**config.mk**
```make
export PLATFORM = sky130hd
export DESIGN_NAME = adc_par_reader
export DESIGN_NICKNAME = d
export VERILOG_FILES = /design/src/rtl/adc_rd_pkg.sv /design/src/rtl/adc_release_chain.sv /design/src/rtl/adc_seq.sv /design/src/rtl/adc_lane.sv /design/src/rtl/adc_par_reader.sv
export SDC_FILE = /design/constraint.sdc
export NUM_CORES = 1
export LEC_CHECK = 0
export CAP_MARGIN = 5
export CELL_PAD_IN_SITES_DETAIL_PLACEMENT = 1
export CELL_PAD_IN_SITES_GLOBAL_PLACEMENT = 1
export CORE_MARGIN = 5
export CORE_UTILIZATION = 42
export DETAILED_ROUTE_END_ITERATION = 6
export PLACE_DENSITY = 0.86
export SLEW_MARGIN = 30
export SYNTH_ARGS = -nofsm -noshare
export SYNTH_HDL_FRONTEND = slang
export SYNTH_SLANG_ARGS = --single-unit
```
**constraint.sdc**
```tcl
create_clock -name clk -period 1.39 [get_ports clk]
set_input_delay 0.417 -clock clk [delete_from_list [all_inputs] [get_ports clk]]
set_output_delay 0.417 -clock clk [all_outputs]
set_load 0.1 [all_outputs]
```
**src/rtl/adc_rd_pkg.sv**
```systemverilog
// Shared types for the parallel SPI ADC reader.
package adc_rd_pkg;
    typedef enum logic [1:0] {
        SQ_IDLE = 2'd0,
        SQ_XFER = 2'd1,
        SQ_GAP  = 2'd2
    } sq_state_t;
endpackage

```
**src/rtl/adc_release_chain.sv**
```systemverilog
// Power-up release chain: a thermometer shift register that fills with ones,
// one bit per clock, after reset. Bit k releases channel k's output clear.
// Assumes NCH >= 2.
module adc_release_chain #(
    parameter int NCH = 16
) (
    input  logic           clk,
    input  logic           rst_n,
    output logic [NCH-1:0] therm_o,
    output logic           ready_o
);
    logic [NCH-1:0] therm_q;

    // Shift a constant one in each clock; reset empties the chain.
    always_ff @(posedge clk) begin
        if (!rst_n) therm_q <= '0;
        else        therm_q <= {therm_q[NCH-2:0], 1'b1};
    end

    assign therm_o = therm_q;
    assign ready_o = &therm_q;
endmodule

```
**src/rtl/adc_seq.sv**
```systemverilog
// Shared transaction sequencer: one timing pattern for all channels.
// Produces registered chip-select, serial clock, a sample strobe aligned with
// the serial-clock rising cycle, and a done strobe aligned with chip-select
// rising. Assumes CLK_DIV is even and >= 2, GAP_SCLK >= 1.
module adc_seq
    import adc_rd_pkg::*;
#(
    parameter int DW       = 16,
    parameter int CLK_DIV  = 4,
    parameter int GAP_SCLK = 2
) (
    input  logic clk,
    input  logic rst_n,
    input  logic start_i,
    input  logic ready_i,
    output logic cs_n_o,
    output logic sclk_o,
    output logic smp_o,
    output logic done_o
);
    localparam int HALF = CLK_DIV / 2;
    localparam int PW   = (CLK_DIV > 1) ? $clog2(CLK_DIV) : 1;
    localparam int BW   = (DW > 1) ? $clog2(DW) : 1;
    localparam int GAPC = GAP_SCLK * CLK_DIV;
    localparam int GW   = $clog2(GAPC + 1);

    sq_state_t     st_q;
    logic [PW-1:0] ph_q;
    logic [BW-1:0] bit_q;
    logic [GW-1:0] gap_q;

    // Transaction state machine with phase, bit and gap counters.
    always_ff @(posedge clk) begin
        if (!rst_n) begin
            st_q   <= SQ_IDLE;
            ph_q   <= '0;
            bit_q  <= '0;
            gap_q  <= '0;
            cs_n_o <= 1'b1;
            sclk_o <= 1'b0;
            smp_o  <= 1'b0;
            done_o <= 1'b0;
        end else begin
            smp_o  <= 1'b0;
            done_o <= 1'b0;
            unique case (st_q)
                SQ_IDLE: begin
                    if (start_i && ready_i) begin
                        st_q   <= SQ_XFER;
                        ph_q   <= '0;
                        bit_q  <= '0;
                        cs_n_o <= 1'b0;
                    end
                end
                SQ_XFER: begin
                    if (ph_q == PW'(CLK_DIV - 1)) begin
                        ph_q   <= '0;
                        sclk_o <= 1'b0;
                        if (bit_q == BW'(DW - 1)) begin
                            st_q   <= SQ_GAP;
                            gap_q  <= '0;
                            cs_n_o <= 1'b1;
                            done_o <= 1'b1;
                        end else begin
                            bit_q <= bit_q + 1'b1;
                        end
                    end else begin
                        ph_q <= ph_q + 1'b1;
                        if (ph_q == PW'(HALF - 1)) begin
                            sclk_o <= 1'b1;
                            smp_o  <= 1'b1;
                        end
                    end
                end
                SQ_GAP: begin
                    if (gap_q == GW'(GAPC - 1)) st_q  <= SQ_IDLE;
                    else                        gap_q <= gap_q + 1'b1;
                end
                default: st_q <= SQ_IDLE;
            endcase
        end
    end
endmodule

```
**src/rtl/adc_lane.sv**
```systemverilog
// One converter channel: private chip-select and serial-clock output
// registers with a synchronous clear from the release chain, a capture
// shift register and a result holding register.
// Assumes smp_i is high in the cycle before the serial-clock output rises.
module adc_lane #(
    parameter int DW = 16
) (
    input  logic          clk,
    input  logic          rst_n,
    input  logic          en_i,
    input  logic          cs_n_i,
    input  logic          sclk_i,
    input  logic          smp_i,
    input  logic          done_i,
    input  logic          miso_i,
    output logic          cs_n_o,
    output logic          sclk_o,
    output logic [DW-1:0] word_o
);
    logic [DW-1:0] sh_q;

    // Pin-side output registers, held idle while the channel is in clear.
    always_ff @(posedge clk) begin
        if (!rst_n || !en_i) begin
            cs_n_o <= 1'b1;
            sclk_o <= 1'b0;
        end else begin
            cs_n_o <= cs_n_i;
            sclk_o <= sclk_i;
        end
    end

    // Capture one bit, MSB first, on the edge the serial clock rises.
    always_ff @(posedge clk) begin
        if (!rst_n)     sh_q <= '0;
        else if (smp_i) sh_q <= {sh_q[DW-2:0], miso_i};
    end

    // Hold the completed word until the next transaction ends.
    always_ff @(posedge clk) begin
        if (!rst_n)      word_o <= '0;
        else if (done_i) word_o <= sh_q;
    end
endmodule

```
**src/rtl/adc_par_reader.sv**
```systemverilog
// Top: parallel SPI ADC reader. One sequencer feeds NCH lanes, each with its
// own output registers released in turn by the thermometer chain.
// Assumes DW >= 2, NCH >= 2, CLK_DIV even and >= 2.
module adc_par_reader #(
    parameter int NCH      = 16,
    parameter int DW       = 16,
    parameter int CLK_DIV  = 4,
    parameter int GAP_SCLK = 2
) (
    input  logic              clk,
    input  logic              rst_n,
    input  logic              start_i,
    input  logic [NCH-1:0]    miso_i,
    output logic [NCH-1:0]    cs_n_o,
    output logic [NCH-1:0]    sclk_o,
    output logic [NCH*DW-1:0] result_o,
    output logic              done_o
);
    logic [NCH-1:0] therm;
    logic           rel_ready;
    logic           seq_cs_n, seq_sclk, seq_smp, seq_done;

    adc_release_chain #(.NCH(NCH)) u_rel (
        .clk(clk), .rst_n(rst_n), .therm_o(therm), .ready_o(rel_ready)
    );

    adc_seq #(.DW(DW), .CLK_DIV(CLK_DIV), .GAP_SCLK(GAP_SCLK)) u_seq (
        .clk(clk), .rst_n(rst_n), .start_i(start_i), .ready_i(rel_ready),
        .cs_n_o(seq_cs_n), .sclk_o(seq_sclk), .smp_o(seq_smp), .done_o(seq_done)
    );

    for (genvar k = 0; k < NCH; k++) begin : g_lane
        adc_lane #(.DW(DW)) u_lane (
            .clk(clk), .rst_n(rst_n), .en_i(therm[k]),
            .cs_n_i(seq_cs_n), .sclk_i(seq_sclk), .smp_i(seq_smp),
            .done_i(seq_done), .miso_i(miso_i[k]),
            .cs_n_o(cs_n_o[k]), .sclk_o(sclk_o[k]),
            .word_o(result_o[k*DW +: DW])
        );
    end

    // Align the done strobe with the lane output registers.
    always_ff @(posedge clk) begin
        if (!rst_n) done_o <= 1'b0;
        else        done_o <= seq_done;
    end
endmodule

```
==> impl_metrics.env <==
export IMPL_cts_hold_buf=0
export IMPL_rows=80
export IMPL_drt_initial_drc_count=772
export IMPL_die_area_mm2=0.0526
export IMPL_ys_seq_area_frac=0.571
export IMPL_gp_congestion=0.769
export IMPL_placed_area_mm2=0.0272
export IMPL_cp_start_kind="flip-flop"
export IMPL_syn_nets=1896
export IMPL_outcome="finished, violations left"
export IMPL_multi_input_area_mm2=0.00790
export IMPL_synthesis_instances=1873
export IMPL_rsz0062_at_grt="yes"
export IMPL_drc=0
export IMPL_synth_area_mm2=0.0202
export IMPL_ys_ff_latch=577
export IMPL_worstMarginPinSlew_ns=0.585
export IMPL_clkSinkCount=577
export IMPL_fmax_mhz=626
export IMPL_fin_crit_ns=1.60
export IMPL_fp_dieH_um=229
export IMPL_fin_cells=2889
export IMPL_relSlewSlack=0.610
export IMPL_antennaDiodeCount=0
export IMPL_final_setup_tns_ns=-49.08
export IMPL_die_width_um=229
export IMPL_power_density_mw_per_mm2=1090
export IMPL_fin_worst_skew_ns=0.0144
export IMPL_critPathRequiredTime_ns=0.97
export IMPL_fillers=4545
export IMPL_register_area_mm2=0.0123
export IMPL_place_inst=2729
export IMPL_grt_pass1_wl_um=107000
export IMPL_initial_core_util=0.424
export IMPL_area_growth_pct=51.2
export IMPL_critPathMaxFanout=2
export IMPL_drv_slew=0
export IMPL_grt_use_met1=0.279
export IMPL_cp_slowest_cell="dfxtp_4"
export IMPL_cp_top_family="flip-flops"
export IMPL_clkLatencyLatePin_ns=0.61
export IMPL_grt_pass1_vias=17073
export IMPL_violations="negative setup slack"
export IMPL_nNetsFinal=2249
export IMPL_pin_count=308
export IMPL_peakVddDrop_uv=836
export IMPL_hold_class="in -> reg"
export IMPL_vias_per_cell=5.26
export IMPL_numPortBuffers=307
export IMPL_ant_nets=0
export IMPL_report_final_hold_viol_count=0
export IMPL_layout_setup_ws_ns=-0.207
export IMPL_arrival_ns=1.18
export IMPL_ys_warn_count=0
export IMPL_ctsHtreeMaxLevel=2
export IMPL_finalSetupViolations=294
export IMPL_layout_drive_gt1_share=0.376
export IMPL_endpoint_kind="output pin"
export IMPL_coreArea_mm2=0.0476
export IMPL_wire_per_inst_um=25.1
export IMPL_dp_final_hpwl_um=41900
export IMPL_path_buf_inv=1
export IMPL_max_cap_violations=0
export IMPL_synth_edf_count=0
export IMPL_vias=15190
export IMPL_overflow=0
export IMPL_met3_usage=0.0489
export IMPL_ys_types=37
export IMPL_synthFlopType="dfxtp_1"
export IMPL_path_class="reg -> out"
export IMPL_path_cells="buf_12"
export IMPL_power_leakage_nw=10.9
export IMPL_cts_buffer_depth=3
export IMPL_cts_tree="yes"
export IMPL_slowest_delay_ns=0.39
export IMPL_final_period_utilization=1.15
export IMPL_cts_root_buf="clkbuf_16"
export IMPL_first_pass_iters=4
export IMPL_syn_mean_instance_area_um2=10.8
export IMPL_final_cell_area_mm2=0.0306
export IMPL_clk_pin_slew_ns=0.07
export IMPL_place_ws_ns=-0.491
export IMPL_wl_um=72600
export IMPL_grt_antenna_before_repair=0
export IMPL_grt_usage=0.256
export IMPL_grt_busiest_layer="met2"
export IMPL_async_reset_ff_frac=0
export IMPL_numCtsBuffers=58
export IMPL_met2_usage=0.490
export IMPL_grt_max_degree=35
-- kinds of logic after synthesis --
family	after synthesis	share of synthesized area
buffers and inverters	157	0.0437
AND/OR/NAND/NOR	600	0.120
flip-flops	577	0.571
XOR/XNOR	1	0.000433
AO/OA/AOI/OAI	19	0.00650
adder cells (fa/ha/maj)	4	0.00248
multiplexers	515	0.255
-- path summary, 6_finish.rpt --
check	from	to	slack, ns	cells past startpoint
worst max-delay path	g_lane[9].u_lane.word_o[11]	result_o[155]	-0.21	1
worst min-delay path	rst_n	u_seq.cs_n_o	0.31	3
worst max register to register	u_rel.therm_o[7]	u_seq.bit_q[1]	-0.04	4
worst min register to register	u_rel.therm_o[15]	g_lane[15].u_lane.cs_n_o	0.49	1
-- sequential cells by signal, indices dropped and copies added (netlist names) --
register and cells:
u_seq.done_o 1, u_seq.cs_n_o 1, u_seq.gap_q 4, u_seq.ph_q 2, done_o 1, u_seq.bit_q 4
g_lane.u_lane.sh_q 256, u_seq.sclk_o 1, g_lane.u_lane.sclk_o 16, g_lane.u_lane.word_o 256, u_rel.therm_o 16, u_seq.smp_o 1
g_lane.u_lane.cs_n_o 16, u_seq.st_q 2
-- layer usage --
metal  vias to the layer above  part of all wire
li1                       6902                 -
met1                      7691              0.37
met2                       443              0.55
met3                       154             0.043
met4                         0             0.038
met5                         -                 0
-- cell usage after synthesis, types with 3 or more instances --
library cell	instances	area share
and2_1	17	0.0053
nor3_1	3	0.00074
buf_4	64	0.024
nand2b_1	17	0.0053
dfxtp_1	577	0.57
nand4_1	4	0.0012
nand3_1	9	0.0022
nor2_1	520	0.097
inv_1	3	0.00056
a31oi_1	3	0.00093
buf_1	7	0.0013
nand2_1	5	0.00093
ha_1	4	0.0025
mux2i_1	515	0.26
clkbuf_1	39	0.0072
o21ai_0	3	0.00074
and3_1	17	0.0053
buf_2	43	0.011
-- placed cells by master, fill, tap and decap left out, types with 3 or more instances in the layout --
cell type / Yosys / routed
inv_1: 3 / 3
clkbuf_16: 0 / 64
mux2i_1: 515 / 505
mux2i_2: 0 / 10
buf_6: 0 / 4
clkinvlp_4: 0 / 3
nand4_1: 4 / 4
clkbuf_1: 39 / 10
o21ai_0: 3 / 3
buf_16: 0 / 4
nand2b_1: 17 / 17
clkdlybuf4s50_1: 0 / 17
clkbuf_8: 0 / 14
nand2_1: 5 / 4
and2_1: 17 / 16
dfxtp_4: 0 / 148
buf_4: 64 / 95
buf_12: 0 / 323
dfxtp_2: 0 / 155
nand3_1: 9 / 7
and3_1: 17 / 17
dfxtp_1: 577 / 274
bufinv_16: 0 / 4
clkinv_2: 0 / 12
a31oi_1: 3 / 3
nor2_1: 520 / 519
-- where the power goes --
part           total [W]  internal [W]  switching, W  leakage [nW]
Combinational   0.000533      0.000205      0.000327          5.12
Sequential        0.0162        0.0162    0.00000646          4.83
Clock             0.0165       0.00961       0.00691         0.993
Total             0.0333        0.0261       0.00725          10.9
-- area by class of cell --
type,instances,share of cell area
Sequential cell,577,0.402
Multi-Input combinational cell,1139,0.258
Timing Repair Buffer,446,0.248
Clock buffer,86,0.0583
Tap cell,615,0.0252
Clock inverter,22,0.00741
Inverter,4,0.000737
-- through the flow --
step	hold slack [ns]	util	power [W]
floorplan	0.389	-	0.0171
global placement	0.421	0.571	0.0174
detailed placement	0.453	0.571	0.0174
CTS	0.422	0.632	0.0334
global route	0.309	0.641	0.0343
finish	0.314	0.641	0.0333
-- worst reg2reg max path, stage by stage (launching register included) --
cell	delay [ns]
dfxtp_2	0.38
nand4_1	0.20
nor3_4	0.32
nand3_2	0.16
a41o_1	0.26
-- timing repair --
action,CTS,global route
pin swaps,0,5
buffers inserted,34,16
gates cloned,0,2
resized for setup,401,82
setup endpoints to repair,299,312
Power figures use the tool's default switching activity.
